[src/rtl/irq_hub_pkg.sv]
package irq_hub_pkg;
  localparam int NSRC   = 8;
  localparam int PTR_W  = 3;
  localparam int THR_W  = 5;
  localparam int DATA_W = NSRC + PTR_W + THR_W;

  // enable register layout, msb first
  typedef struct packed {
    logic [THR_W-1:0] thr;
    logic [PTR_W-1:0] ptr;
    logic [NSRC-1:0]  mask;
  } en_reg_t;
endpackage

[src/rtl/irq_rst_sync.sv]
module irq_rst_sync #(
  parameter int STAGES = 2
) (
  input  logic clk,
  input  logic rst_n,
  output logic rst_sync_n
);
  logic [STAGES-1:0] chain_q;

  always_ff @(posedge clk or negedge rst_n) begin
    if (!rst_n) chain_q <= '0;
    else        chain_q <= {chain_q[STAGES-2:0], 1'b1};
  end

  assign rst_sync_n = chain_q[STAGES-1];
endmodule

[src/rtl/irq_en_reg.sv]
module irq_en_reg
  import irq_hub_pkg::*;
(
  input  logic              clk,
  input  logic              rst_n,
  input  logic              wr_en,
  input  logic [DATA_W-1:0] wdata,
  output en_reg_t           en_q,
  output en_reg_t           en_d
);
  always_comb begin
    en_d = en_q;
    if (wr_en) en_d = en_reg_t'(wdata);
  end

  always_ff @(posedge clk or negedge rst_n) begin
    if (!rst_n)     en_q <= '0;
    else if (wr_en) en_q <= en_d;
  end

  AST_EN_LOAD: assert property (@(posedge clk) disable iff (!rst_n)
    wr_en |=> en_q == en_reg_t'($past(wdata)));
  AST_EN_HOLD: assert property (@(posedge clk) disable iff (!rst_n)
    !wr_en |=> $stable(en_q));
endmodule

[src/rtl/irq_stat_reg.sv]
module irq_stat_reg
  import irq_hub_pkg::*;
(
  input  logic            clk,
  input  logic            rst_n,
  input  logic [NSRC-1:0] evt,
  input  logic            rd_clr,
  output logic [NSRC-1:0] stat_q,
  output logic [NSRC-1:0] stat_d
);
  for (genvar i = 0; i < NSRC; i++) begin : g_bit
    logic keep;
    logic ce;

    always_comb begin
      keep      = rd_clr ? 1'b0 : stat_q[i];
      stat_d[i] = keep | evt[i];
      ce        = rd_clr | evt[i];
    end

    always_ff @(posedge clk or negedge rst_n) begin
      if (!rst_n)  stat_q[i] <= 1'b0;
      else if (ce) stat_q[i] <= stat_d[i];
    end
  end

  AST_EVT_LATCH: assert property (@(posedge clk) disable iff (!rst_n)
    (|evt) |=> (stat_q & $past(evt)) == $past(evt));
  AST_STICKY: assert property (@(posedge clk) disable iff (!rst_n)
    !rd_clr |=> (stat_q & $past(stat_q)) == $past(stat_q));
  AST_CLEAR_ON_READ: assert property (@(posedge clk) disable iff (!rst_n)
    rd_clr |=> stat_q == $past(evt));
endmodule

[src/rtl/irq_pin.sv]
module irq_pin
  import irq_hub_pkg::*;
(
  input  logic            clk,
  input  logic            rst_n,
  input  logic [NSRC-1:0] stat_d,
  input  logic [NSRC-1:0] mask_d,
  output logic            irq_q
);
  logic irq_d;

  always_comb irq_d = |(stat_d & mask_d);

  always_ff @(posedge clk or negedge rst_n) begin
    if (!rst_n) irq_q <= 1'b0;
    else        irq_q <= irq_d;
  end
endmodule

[src/rtl/irq_hub.sv]
module irq_hub
  import irq_hub_pkg::*;
#(
  parameter int ADDR_W  = 2,
  parameter int EN_ADR  = 0,
  parameter int ST_ADR  = 1
) (
  input  logic              clk,
  input  logic              rst_n,
  input  logic [NSRC-1:0]   evt_i,
  input  logic              host_we,
  input  logic              host_re,
  input  logic [ADDR_W-1:0] host_addr,
  input  logic [DATA_W-1:0] host_wdata,
  output logic [DATA_W-1:0] host_rdata,
  output logic              irq_o,
  output logic [PTR_W-1:0]  match_ptr_o,
  output logic [THR_W-1:0]  fifo_thr_o,
  output logic              lim_latch_o
);
  localparam logic [ADDR_W-1:0] A_EN = ADDR_W'(EN_ADR);
  localparam logic [ADDR_W-1:0] A_ST = ADDR_W'(ST_ADR);

  logic            rst_sync_n;
  logic            en_wr;
  logic            st_clr;
  en_reg_t         en_q;
  en_reg_t         en_d;
  logic [NSRC-1:0] stat_q;
  logic [NSRC-1:0] stat_d;

  irq_rst_sync #(.STAGES(2)) u_rst (
    .clk        (clk),
    .rst_n      (rst_n),
    .rst_sync_n (rst_sync_n)
  );

  always_comb begin
    en_wr  = host_we && (host_addr == A_EN);
    st_clr = host_re && (host_addr == A_ST);
  end

  irq_en_reg u_en (
    .clk   (clk),
    .rst_n (rst_sync_n),
    .wr_en (en_wr),
    .wdata (host_wdata),
    .en_q  (en_q),
    .en_d  (en_d)
  );

  irq_stat_reg u_stat (
    .clk    (clk),
    .rst_n  (rst_sync_n),
    .evt    (evt_i),
    .rd_clr (st_clr),
    .stat_q (stat_q),
    .stat_d (stat_d)
  );

  irq_pin u_pin (
    .clk    (clk),
    .rst_n  (rst_sync_n),
    .stat_d (stat_d),
    .mask_d (en_d.mask),
    .irq_q  (irq_o)
  );

  always_comb begin
    host_rdata = '0;
    if (host_re) begin
      if (host_addr == A_EN)      host_rdata = DATA_W'(en_q);
      else if (host_addr == A_ST) host_rdata = DATA_W'(stat_q);
    end
  end

  assign match_ptr_o = en_q.ptr;
  assign fifo_thr_o  = en_q.thr;
  assign lim_latch_o = evt_i[0];

  AST_IRQ_FOLLOWS: assert property (@(posedge clk) disable iff (!rst_sync_n)
    irq_o == |(stat_q & en_q.mask));
  AST_MASKED_QUIET: assert property (@(posedge clk) disable iff (!rst_sync_n)
    ((stat_q & en_q.mask) == '0) |-> !irq_o);
  AST_CLR_DROPS_IRQ: assert property (@(posedge clk) disable iff (!rst_sync_n)
    (st_clr && evt_i == '0) |=> !irq_o);
  AST_KEEP_RACE: assert property (@(posedge clk) disable iff (!rst_sync_n)
    (st_clr && (|evt_i)) |=> (stat_q != '0));
endmodule

[config.mk]
export PLATFORM = sky130hd
export DESIGN_NAME = irq_hub
export DESIGN_NICKNAME = d
export VERILOG_FILES = /design/src/rtl/irq_hub_pkg.sv /design/src/rtl/irq_rst_sync.sv /design/src/rtl/irq_en_reg.sv /design/src/rtl/irq_stat_reg.sv /design/src/rtl/irq_pin.sv /design/src/rtl/irq_hub.sv
export SDC_FILE = /design/constraint.sdc
export NUM_CORES = 1
export LEC_CHECK = 0
export ABC_AREA = 0
export BUFFER_PORTS_ARGS = -buffer_cell sky130_fd_sc_hd__buf_2
export CORE_MARGIN = 5
export CORE_UTILIZATION = 45
export CTS_CLUSTER_DIAMETER = 80
export DETAILED_ROUTE_END_ITERATION = 12
export GPL_TIMING_DRIVEN = 0
export PLACE_DENSITY = 0.86
export SLEW_MARGIN = 20
export SYNTH_ARGS = -nofsm -noshare
export SYNTH_HDL_FRONTEND = slang
export SYNTH_SLANG_ARGS = --single-unit
[constraint.sdc]
create_clock -name clk -period 1.3 [get_ports clk]
set_clock_uncertainty 0.1 [all_clocks]
set_input_delay 0.13 -clock clk [delete_from_list [all_inputs] [get_ports clk]]
set_output_delay 0.13 -clock clk [all_outputs]
set_load 0.005 [all_outputs]
* Yosys cells after proc, flatten, opt, wreduce, memory -nomap -nowiden
Cells that the tools add are included.
** Operators by class
- Equality and inequality tests :: 1
- Mux-type cells :: 12
- Bitwise operators :: 17
- Reductions and logical operators :: 4
** Operators with widths (count)
- 16-bit 2-to-1 mux :: 2
- 8-bit 2-to-1 mux :: 2
- 1-bit bitwise OR :: 16
- 8-bit AND :: 1
- 1-bit 2-to-1 mux :: 8
- 8-bit OR reduction :: 1
- 2-bit by 1-bit equality test with 1-bit output (second input constant) :: 1
- 1-bit logical AND :: 2
- 2-bit zero test :: 1
** Word-level totals
- Register bits after elaboration :: 27
- Bits of input ports :: 30
- Output and inout port bits :: 26
- Logic and storage cells :: 47

* Depth between registers and ports, before layout
Gate-level depths: netlist of the first run.
- Depth in word-level cells :: 6
- Depth in mapped cells :: 5
- Mapped depth without buffers :: 4

* Hierarchy
Synthesis of the first run repeated with hierarchy kept, for this count alone.
** Unflattened totals
- Cell total of the unflattened synthesis :: 119
- Area total of the unflattened synthesis :: 1620.3 um^2
** Modules (own cells, without submodules)
- irq_en_reg :: instances 1, cells each 52, area each 944.7 um^2, sequential area each 400.4 um^2
- irq_stat_reg :: instances 1, cells each 26, area each 342.8 um^2, sequential area each 200.2 um^2
- irq_hub :: instances 1, cells each 32, area each 217.7 um^2, sequential area each 0.0 um^2
- irq_pin :: instances 1, cells each 6, area each 61.3 um^2, sequential area each 25.0 um^2
- irq_rst_sync :: instances 1, cells each 3, area each 53.8 um^2, sequential area each 50.0 um^2

* Worst setup path after synthesis of the first run
No wires, ideal clock.
- Path type :: in2reg
- Start point :: in host_addr[1]
- End point :: reg u_pin.irq_q
- Setup time :: 0.135 ns
- Data arrival time :: 1.181 ns
- Required time :: 1.065 ns
- Slack :: -0.116 ns
- Cell stages on the path :: 5
- Path buffers :: 1
- Cells stage by stage :: nor3b_4 -> buf_6 -> mux2_4 -> a22oi_1 -> nand4_1
** Between the ends
- Word-level cells in the longest chain between the ends :: 6
- Elaborated cells on any way between the ends :: 23
- Classes of those cells :: eq/ne: 1; mux: 9; bitwise: 9; reduce/logical: 4
** RTL lines
- start, declared :: RTL line irq_hub.sv:13 : input logic [ADDR_W-1:0] host_addr,
- 2-bit by 1-bit equality test with 1-bit output :: RTL line irq_hub.sv:40 : st_clr = host_re && (host_addr == A_ST);
- 1-bit logical AND :: RTL line irq_hub.sv:40
- 1-bit 2-to-1 mux :: RTL line irq_stat_reg.sv:16 : keep = rd_clr ? 1'b0 : stat_q[i];
- 1-bit bitwise OR :: RTL line irq_stat_reg.sv:17 : stat_d[i] = keep | evt[i];
- 8-bit AND (*) :: RTL line irq_pin.sv:12 : always_comb irq_d = |(stat_d & mask_d);
- 8-bit OR reduction (*) :: RTL line irq_pin.sv:12
- named net u_pin.irq_d :: RTL line irq_pin.sv:10 : logic irq_d;
- end signal, assigned :: RTL line irq_pin.sv:16 : else irq_q <= irq_d;
- end, declared :: RTL line irq_pin.sv:8 : output logic irq_q
The timed path passes the listed nets; every way through them passes the cells marked *.
A chain may end at the register's enable or synchronous reset.

* Worst setup path in the final report of the first run
- Start point :: in host_addr[0]
- End point :: reg u_pin.irq_q
The elaborated chain is that of the path after synthesis.

==> results of run 1 <==
## Yosys cell counts
cell type / instances / share of area
a22oi_1: 4 / 0.025
nor3b_4: 1 / 0.015
a21o_1: 8 / 0.049
and2_1: 8 / 0.041
clkbuf_1: 2 / 0.0062
a22o_1: 8 / 0.058
mux2_4: 2 / 0.025
nand3b_1: 1 / 0.0062
dfrtp_1: 27 / 0.55
buf_6: 1 / 0.0092
conb_1: 1 / 0.0031
and3b_1: 1 / 0.0072
mux2_2: 14 / 0.13
buf_4: 9 / 0.055
nor3b_2: 1 / 0.010
nand4_1: 1 / 0.0051
## worst max-delay path: cells and delay by family
| kind | cells | cell delay, ns |
|---|---|---|
| compound gates | 1 | 0.17 |
| buf+inv | 2 | 0.30 |
| mux | 1 | 0.34 |
| simple gates | 2 | 0.44 |
## logic make-up (layout without fill, tap and decap cells)
kind of cell,after synthesis,in the layout,share of synthesized area
muxes,16,16,0.154
and+or+nand+nor,13,13,0.0853
other,1,1,0.00308
DFF,27,27,0.555
buffers and inverters,12,107,0.0709
AOI/OAI and AO/OA,20,20,0.132
## registers in the layout, summed over array words and instances, names as in the netlist
| register | count |
|---|---|
| u_en.en_q | 16 |
| u_stat.stat_q | 8 |
| u_rst.chain_q | 2 |
| u_pin.irq_q | 1 |
## repair_timing
| action | CTS | global route |
|---|---|---|
| endpoints found under the hold margin | 26 | 0 |
| resized for setup | 9 | 2 |
| hold buffers | 25 | 0 |
| pin swaps | 2 | 6 |
| setup endpoints to repair | 17 | 17 |
| setup buffers | 4 | 8 |
## layout make-up
cell class	instances	share of cell area
well taps	30	0.0194
flip-flops and latches	27	0.350
repair buffers	92	0.322
clock buffers	4	0.0136
multi-input cells	50	0.251
plain buffers	11	0.0446
## metal layers
layer / up-vias / track usage / share of wire
li1: 506 / - / -
met1: 507 / 0.216 / 0.38
met2: 23 / 0.315 / 0.56
met3: 2 / 0.0186 / 0.055
met4: 0 / 0.0273 / 0.0048
met5: - / 0 / 0
## final timing paths
path                             startpoint               end  cells past startpoint
min in group clk           u_rst.chain_q[0]  u_rst.chain_q[1]                      0
max in group asynchronous  u_rst.chain_q[1]      u_en.en_q[8]                      0
hold reg to reg            u_rst.chain_q[1]     u_en.en_q[12]                      0
setup / recovery               host_addr[0]       u_pin.irq_q                      6
hold / removal                        rst_n  u_rst.chain_q[1]                      2
setup reg to reg           u_stat.stat_q[7]       u_pin.irq_q                      4
## report_power, final
part | internal [mW] | switching (mW) | leakage, nW
clock | 0.119 | 0.210 | 0.0150
combinational | 0.351 | 0.181 | 0.645
sequential | 0.950 | 0.0776 | 0.296
## per-stage QoR
step / utilization / cells / TNS, ns
floorplan: - / 89 / -0.0992
global placement: 0.607 / 174 / -5.15
detailed placement: 0.607 / 174 / -6.74
CTS: 0.742 / 206 / 0
global route: 0.767 / 214 / -0.225
finish: 0.767 / 214 / -0.00174
## placed cells by master (no fill, tap or decap)
master / count
dfrtp_2: 1
a21o_1: 8
mux2_4: 3
and3b_1: 1
dlygate4sd3_1: 25
mux2_2: 13
conb_1: 1
buf_4: 19
nor3b_4: 2
nand3b_1: 1
a22o_1: 8
clkbuf_1: 1
nand4_1: 1
dfrtp_1: 26
a22oi_2: 4
clkbuf_4: 4
buf_2: 55
buf_6: 3
and2_1: 8
==> results_dict.tcl, run 1 <==
set metrics [dict create \
    vias 1038 \
    clock_latency_ns 0.30 \
    grt_first_pass_wirelength_um 4820 \
    dr.pass1.iters 4 \
    status "complete, but fails checks" \
    port-buffer-count 55 \
    syn_inst 89 \
    period_share 1.00 \
    cpPeakStageDelay_ns 0.34 \
    hold_ws_ns 0.0133 \
    p_total_mw 1.89 \
    tightest_slew_ns 0.519 \
    irDropWorstVdd_mv 0.925 \
    antenna_found_initial 0 \
    violations "negative setup slack" \
    slowest_stage "mux2_2" \
    gp_congestion 0.761 \
    ys_seq_elements 27 \
    preCtsSetupSlack_ns -0.466 \
    drive_above_1_share 0.565 \
    yosysSeqAreaShare 0.555 \
    dr.first_iter.drc_count 28 \
    cp_max_fo 4 \
    worstSetupPathType "input port to flip-flop" \
    drtAntennaViolNets 0 \
    pwr_density_cell_nw_per_um2 976 \
    seq_area_sq_um 677 \
    hold_viol_final 0 \
    fillCellCount 170 \
    path_cells "buf_2, nor3b_4, buf_6, mux2_2, a22oi_2, nand4_1" \
    wl_per_cell_um 14.6 \
    ctsLongestPathBuffers 2 \
    max_freq_mhz 768 \
    drv_cap 0 \
    hold_path.class "input port to asynchronous set/reset pin" \
    fin_ws_ns -0.00174 \
    relSlewSlack 0.654 \
    wl_um 3130 \
    die_h_um 62.0 \
    synthesis.area_sq_um 1220 \
    critPathCaptureType "flip-flop" \
    cts-root-buf "clkbuf_4" \
    rrSetupSlack_ns 0.07 \
    cts_tree "built" \
    yosysWarnings 0 \
    die_area_sq_um 3850 \
    critPathLaunchType "input port" \
    syn2layout_area_growth_pct 59.0 \
    setup-violations-final 1 \
    slew_viol_final 0 \
    initial_core_util 0.483 \
    synth_nets 119 \
    required_ns 1.39 \
    fin_area_sq_um 1940 \
    die_w_um 62.0 \
    leakage_nw 0.956 \
    grt_setup_unrepaired "yes" \
    post-route-drc-count 0 \
    place_area_sq_um 1530 \
    grt_pass1_vias 1061 \
    grt.overflow.total 0 \
    grt_max_degree 26 \
    io_pins 56 \
    cts_max_level 1 \
    syn-mean-instance-area_sq_um 13.7 \
    path_clk_slew_ns 0.13 \
    numCtsBuffers 3 \
    multi_input_area_sq_um 485 \
    clock-sinks 27 \
    nets 215 \
    n_antenna_cell 0 \
    via_per_inst 4.85 \
    rows 18 \
    core-area_sq_um 2520 \
    finalCriticalPeriod_ns 1.30 \
    synth_cell_types 16 \
    grt_usage 0.170 \
    cp_data_arrival_time_ns 1.39 \
    dp_hpwl_um 2060 \
]
Note: power is estimated with default switching activity, not from simulation.
==> inputs of run 2 (changes only) <==
BUFFER_PORTS_ARGS = unset   (was -buffer_cell sky130_fd_sc_hd__buf_2)
CORE_ASPECT_RATIO = 1.75   (was unset)
DONT_BUFFER_PORTS = 1   (was unset)
PLACE_DENSITY = 0.69   (was 0.86)
==> run 2 against run 1 <==
  * The run now ends clean
  * Maximum frequency rose by 5.3%
  * Highest routed layer unchanged
  * Die area up 1.1%
  * Critical endpoint unchanged
  * Register-to-register slack is essentially flat
  * Sequential share of layout area grew 7.6 points
  * Via count fell by 19%
  * Sequential power about the same
==> results_dict.tcl, run 2 (synthesized netlist as in run 1, its figures left out) <==
set metrics [dict create \
    status "finished clean" \
    dr.first_iter.drc_count 17 \
    max_freq_mhz 809 \
    die_area_sq_um 3890 \
    drtAntennaViolNets 0 \
    critPathLaunchType "input port" \
    p_total_mw 1.89 \
    fillCellCount 210 \
    numCtsBuffers 3 \
    vias 840 \
    cts-root-buf "clkbuf_8" \
    grt_max_degree 26 \
    setup-violations-final 0 \
    fin_area_sq_um 1590 \
    hold_ws_ns 0.153 \
    max_flop_register "u_en.en_q" \
    wl_per_cell_um 18.4 \
    n_antenna_cell 0 \
    hold_path.class "flip-flop to asynchronous set/reset pin" \
    layout_common_cells "26 x dlygate4sd3_1, 26 x dfrtp_1, 14 x mux2_2" \
    critPathTopFamily "buffers and inverters" \
    required_ns 1.35 \
    slowest_stage "dlygate4sd3_1" \
    grt_setup_unrepaired "no" \
    seq_area_sq_um 677 \
    relSlewSlack 0.645 \
    core-area_sq_um 2660 \
    via_per_inst 5.64 \
    hold_viol_final 0 \
    clock-sinks 27 \
    multi_input_area_sq_um 462 \
    tightest_slew_ns 0.532 \
    syn2layout_area_growth_pct 30.7 \
    grt_first_pass_wirelength_um 4560 \
    grt_pass1_vias 877 \
    reg.largest.list "u_en.en_q (16), u_stat.stat_q (8), u_rst.chain_q (2)" \
    initial_core_util 0.458 \
    cp_data_arrival_time_ns 1.28 \
    grt.overflow.total 0 \
    dp_hpwl_um 1960 \
    slew_viol_final 0 \
    final_cells 149 \
    period_share 0.951 \
    finalCriticalPeriod_ns 1.24 \
    grt_usage 0.151 \
    clock_latency_ns 0.27 \
    post-route-drc-count 0 \
    irDropWorstVdd_mv 0.808 \
    cts_max_level 1 \
    path_cells "dlygate4sd3_1, mux2_2, a22oi_1, nand4_1" \
    dp.cells 116 \
    ctsLongestPathBuffers 2 \
    cts_tree "built" \
    drv_cap 0 \
    worstSetupPathType "input port to flip-flop" \
    die_h_um 78.8 \
    place_area_sq_um 1250 \
    wl_um 2740 \
    cpPeakStageDelay_ns 0.54 \
    antenna_found_initial 0 \
    leakage_nw 0.680 \
    nets 153 \
    final.setup.tns_ns 0 \
    port-buffer-count 0 \
    pwr_density_cell_nw_per_um2 1190 \
    io_pins 56 \
    cp_num_buf_inv 1 \
    largest_reg_flops 16 \
    path_clk_slew_ns 0.10 \
    dr.pass1.iters 4 \
    gp_congestion 0.718 \
    rows 25 \
    drive_above_1_share 0.303 \
    die_w_um 49.3 \
    cp_max_fo 2 \
    critPathCaptureType "flip-flop" \
]
-- run 2: changes by cell type in the layout (fill, tap and decap cells not counted), sizes merged --
| cell | change |
|---|---|
| buf | -64 |
| dlygate4sd3 | +1 |
| clkinvlp | +1 |
-- run 2: timing repair --
item                                    in CTS  in global routing
buffers inserted                             3                  0
hold buffers                                26                  0
hold endpoints to repair                    26                  0
endpoints found under the setup margin      11                  0
gates resized for setup                      2                  0
-- run 2: layout make-up --
cell class / count / area share
Buffer: 12 / 0.0550
Clock buffer: 3 / 0.0259
Clock inverter: 1 / 0.00472
Multi-Input combinational cell: 50 / 0.290
Sequential cell: 27 / 0.425
Tap cell: 27 / 0.0212
Timing Repair Buffer: 29 / 0.178
-- run 2: per-layer routing --
metal,global-route usage,vias up,share of wire
met5,0,-,0
met4,0.0701,0,0.012
met3,0.0432,4,0.073
met2,0.245,38,0.54
met1,0.180,424,0.38
li1,-,374,-
-- run 2: worst paths after layout --
path                                       start               end  slack [ns]  cells past startpoint
worst max-delay path               host_wdata[3]       u_pin.irq_q        0.06                      4
worst min-delay path            u_rst.chain_q[1]      u_en.en_q[8]        0.15                      0
worst max register to register      u_en.en_q[3]       u_pin.irq_q        0.06                      3
worst min register to register  u_rst.chain_q[1]      u_en.en_q[8]        0.15                      0
max in group asynchronous                  rst_n  u_rst.chain_q[1]        0.45                      2
min in group clk                    host_addr[1]      u_en.en_q[7]        0.16                      3
-- run 2: stage by stage --
stage,util,setup WS [ns]
floorplan,-,-0.0992
global placement,0.471,-0.303
detailed placement,0.471,-0.327
CTS,0.598,0.0775
global route,0.599,0.0159
finish,0.599,0.0634
-- run 2: report_power, final --
part           total (mW)  switching, mW  internal [mW]
combinational       0.380          0.133          0.247
clock               0.483          0.266          0.217
sequential           1.03         0.0769          0.951
==> inputs of run 3 (changes only) <==
CORE_ASPECT_RATIO = unset   (was 1.75)
CORE_UTILIZATION = 60   (was 45)
PLACE_DENSITY = 0.85   (was 0.69)
clock period = 1.4 ns   (was 1.3 ns; I/O delays follow)
==> run 3 against run 2 <==
  * Die area shrank 22%
  * Sequential share of layout area rose by 1.2 points
  * Critical path depth rose by 1
  * Global-route usage up 4.7 points
  * Largest cell class unchanged
  * Combinational power decreased by 8.9%
  * Design area shrank 2.9%
  * Power down 14%
  * Count of clock-buffer cells in the layout rose by 1
  * Register-to-register slack better by 0.11 ns
==> results_dict.tcl, run 3 (synthesized netlist as in run 1, its figures left out) <==
set metrics [dict create \
    status "finished clean" \
    fin_area_sq_um 1550 \
    top_layer_used "met4" \
    reg.largest.list "u_en.en_q (16), u_stat.stat_q (8), u_rst.chain_q (2)" \
    max_freq_mhz 818 \
    seqPwrFrac 0.588 \
    max_flop_register "u_en.en_q" \
    numCtsBuffers 3 \
    drtAntennaViolNets 0 \
    gp_congestion 0.722 \
    vias 812 \
    hold_ws_ns 0.0282 \
    power.share.clock 0.199 \
    wl_met2_um 1460 \
    cts-root-buf "clkbuf_4" \
    grt.overflow.total 0 \
    n_antenna_cell 0 \
    clock-sinks 27 \
    largest_reg_flops 16 \
    rows 16 \
    met3WireLength_um 188 \
    p_comb_frac 0.213 \
    ctsLongestPathBuffers 2 \
    core-area_sq_um 1940 \
    grt_pass1_vias 872 \
    pwr_density_cell_nw_per_um2 1050 \
    layout_common_cells "27 x dfrtp_1, 26 x dlygate4sd3_1, 14 x mux2_2" \
    cp_data_arrival_time_ns 1.33 \
    cts_tree "built" \
    critPathLaunchType "input port" \
    cts_setup_buffers 0 \
    port-buffer-count 0 \
    cp_max_fo 10 \
    wl_um 2640 \
    final.setup.tns_ns 0 \
    cts_max_level 1 \
    dr.first_iter.drc_count 9 \
    period_share 0.873 \
    hold_path.class "input port to flip-flop" \
    dp.cells 116 \
    final_cells 146 \
    relSlewSlack 0.366 \
    drv_cap 0 \
    switching_share 0.250 \
    dp_hpwl_um 1820 \
    p_total_mw 1.63 \
    grt_setup_unrepaired "no" \
    leakage_nw 0.658 \
    antenna_found_initial 0 \
    place_area_sq_um 1250 \
    required_ns 1.51 \
    clock_latency_ns 0.32 \
    internal-power_mw 1.22 \
    final_util 0.796 \
    initial_core_util 0.627 \
    grt_max_degree 26 \
    fin_ws_ns 0.178 \
    drive_above_1_share 0.269 \
    wl_per_cell_um 18.1 \
    slew_viol_final 0 \
    dr.pass1.iters 4 \
    via_per_inst 5.56 \
    die_w_um 55.0 \
    nets 150 \
    path_clk_slew_ns 0.13 \
    post-route-drc-count 0 \
    hold_viol_final 0 \
    tightest_slew_ns 0.951 \
    final_common_cell "dfrtp_1" \
    finalCriticalPeriod_ns 1.22 \
    wl_met1_um 969 \
    grt_usage 0.198 \
    setup-violations-final 0 \
    worstSetupPathType "input port to flip-flop" \
    switching_power_mw 0.407 \
    preCtsSetupSlack_ns -0.171 \
    syn2layout_area_growth_pct 26.9 \
    grt_first_pass_wirelength_um 4130 \
    io_pins 56 \
    irDropWorstVdd_mv 0.910 \
    die_area_sq_um 3030 \
    critPathCaptureType "flip-flop" \
    die_h_um 55.0 \
]
==> run 3: power by group through the flow <==
stage	sequential, mW	clock [mW]	combinational (mW)
floorplan	0.950	0	0.246
global placement	0.961	0	0.277
detailed placement	0.971	0	0.285
CTS	0.954	0.328	0.346
global route	0.972	0.368	0.380
finish	0.956	0.324	0.346
==> run 3: layout make-up <==
class	instances	area, sq um
clock buffer	4	26.3
fill	129	397
multi-input combinational	50	462
tap	27	33.8
buffer	12	87.6
sequential	27	676
timing repair buffer	26	260
==> run 3: worst max-delay path, cell delays in order <==
cell	delay, ns
nor3b_4	0.38
buf_6	0.22
mux2_4	0.32
a22oi_1	0.17
nand4_1	0.11
==> run 3: path summary, 6_finish.rpt <==
check / cells after the start / slack, ns / endpoint / start
max: 5 / 0.18 / u_pin.irq_q / host_addr[0]
min: 2 / 0.03 / u_en.en_q[7] / host_addr[1]
max reg2reg: 3 / 0.18 / u_pin.irq_q / u_en.en_q[0]
min reg2reg: 0 / 0.27 / u_rst.chain_q[1] / u_rst.chain_q[0]
max in group asynchronous: 0 / 0.33 / u_en.en_q[8] / u_rst.chain_q[1]
min in group asynchronous: 0 / 0.30 / u_stat.stat_q[5] / u_rst.chain_q[1]
==> run 3: per-layer routing <==
layer,up-vias,track usage
met5,-,0
met4,0,0.0729
met2,29,0.362
met3,4,0.0429
li1,373,-
met1,406,0.223
==> run 3: repair_timing <==
action                                  4_1_cts  5_1_grt
hold buffers                                 26        0
endpoints found under the setup margin       10        2
hold endpoints to repair                     27        0
resized for setup                             1        2
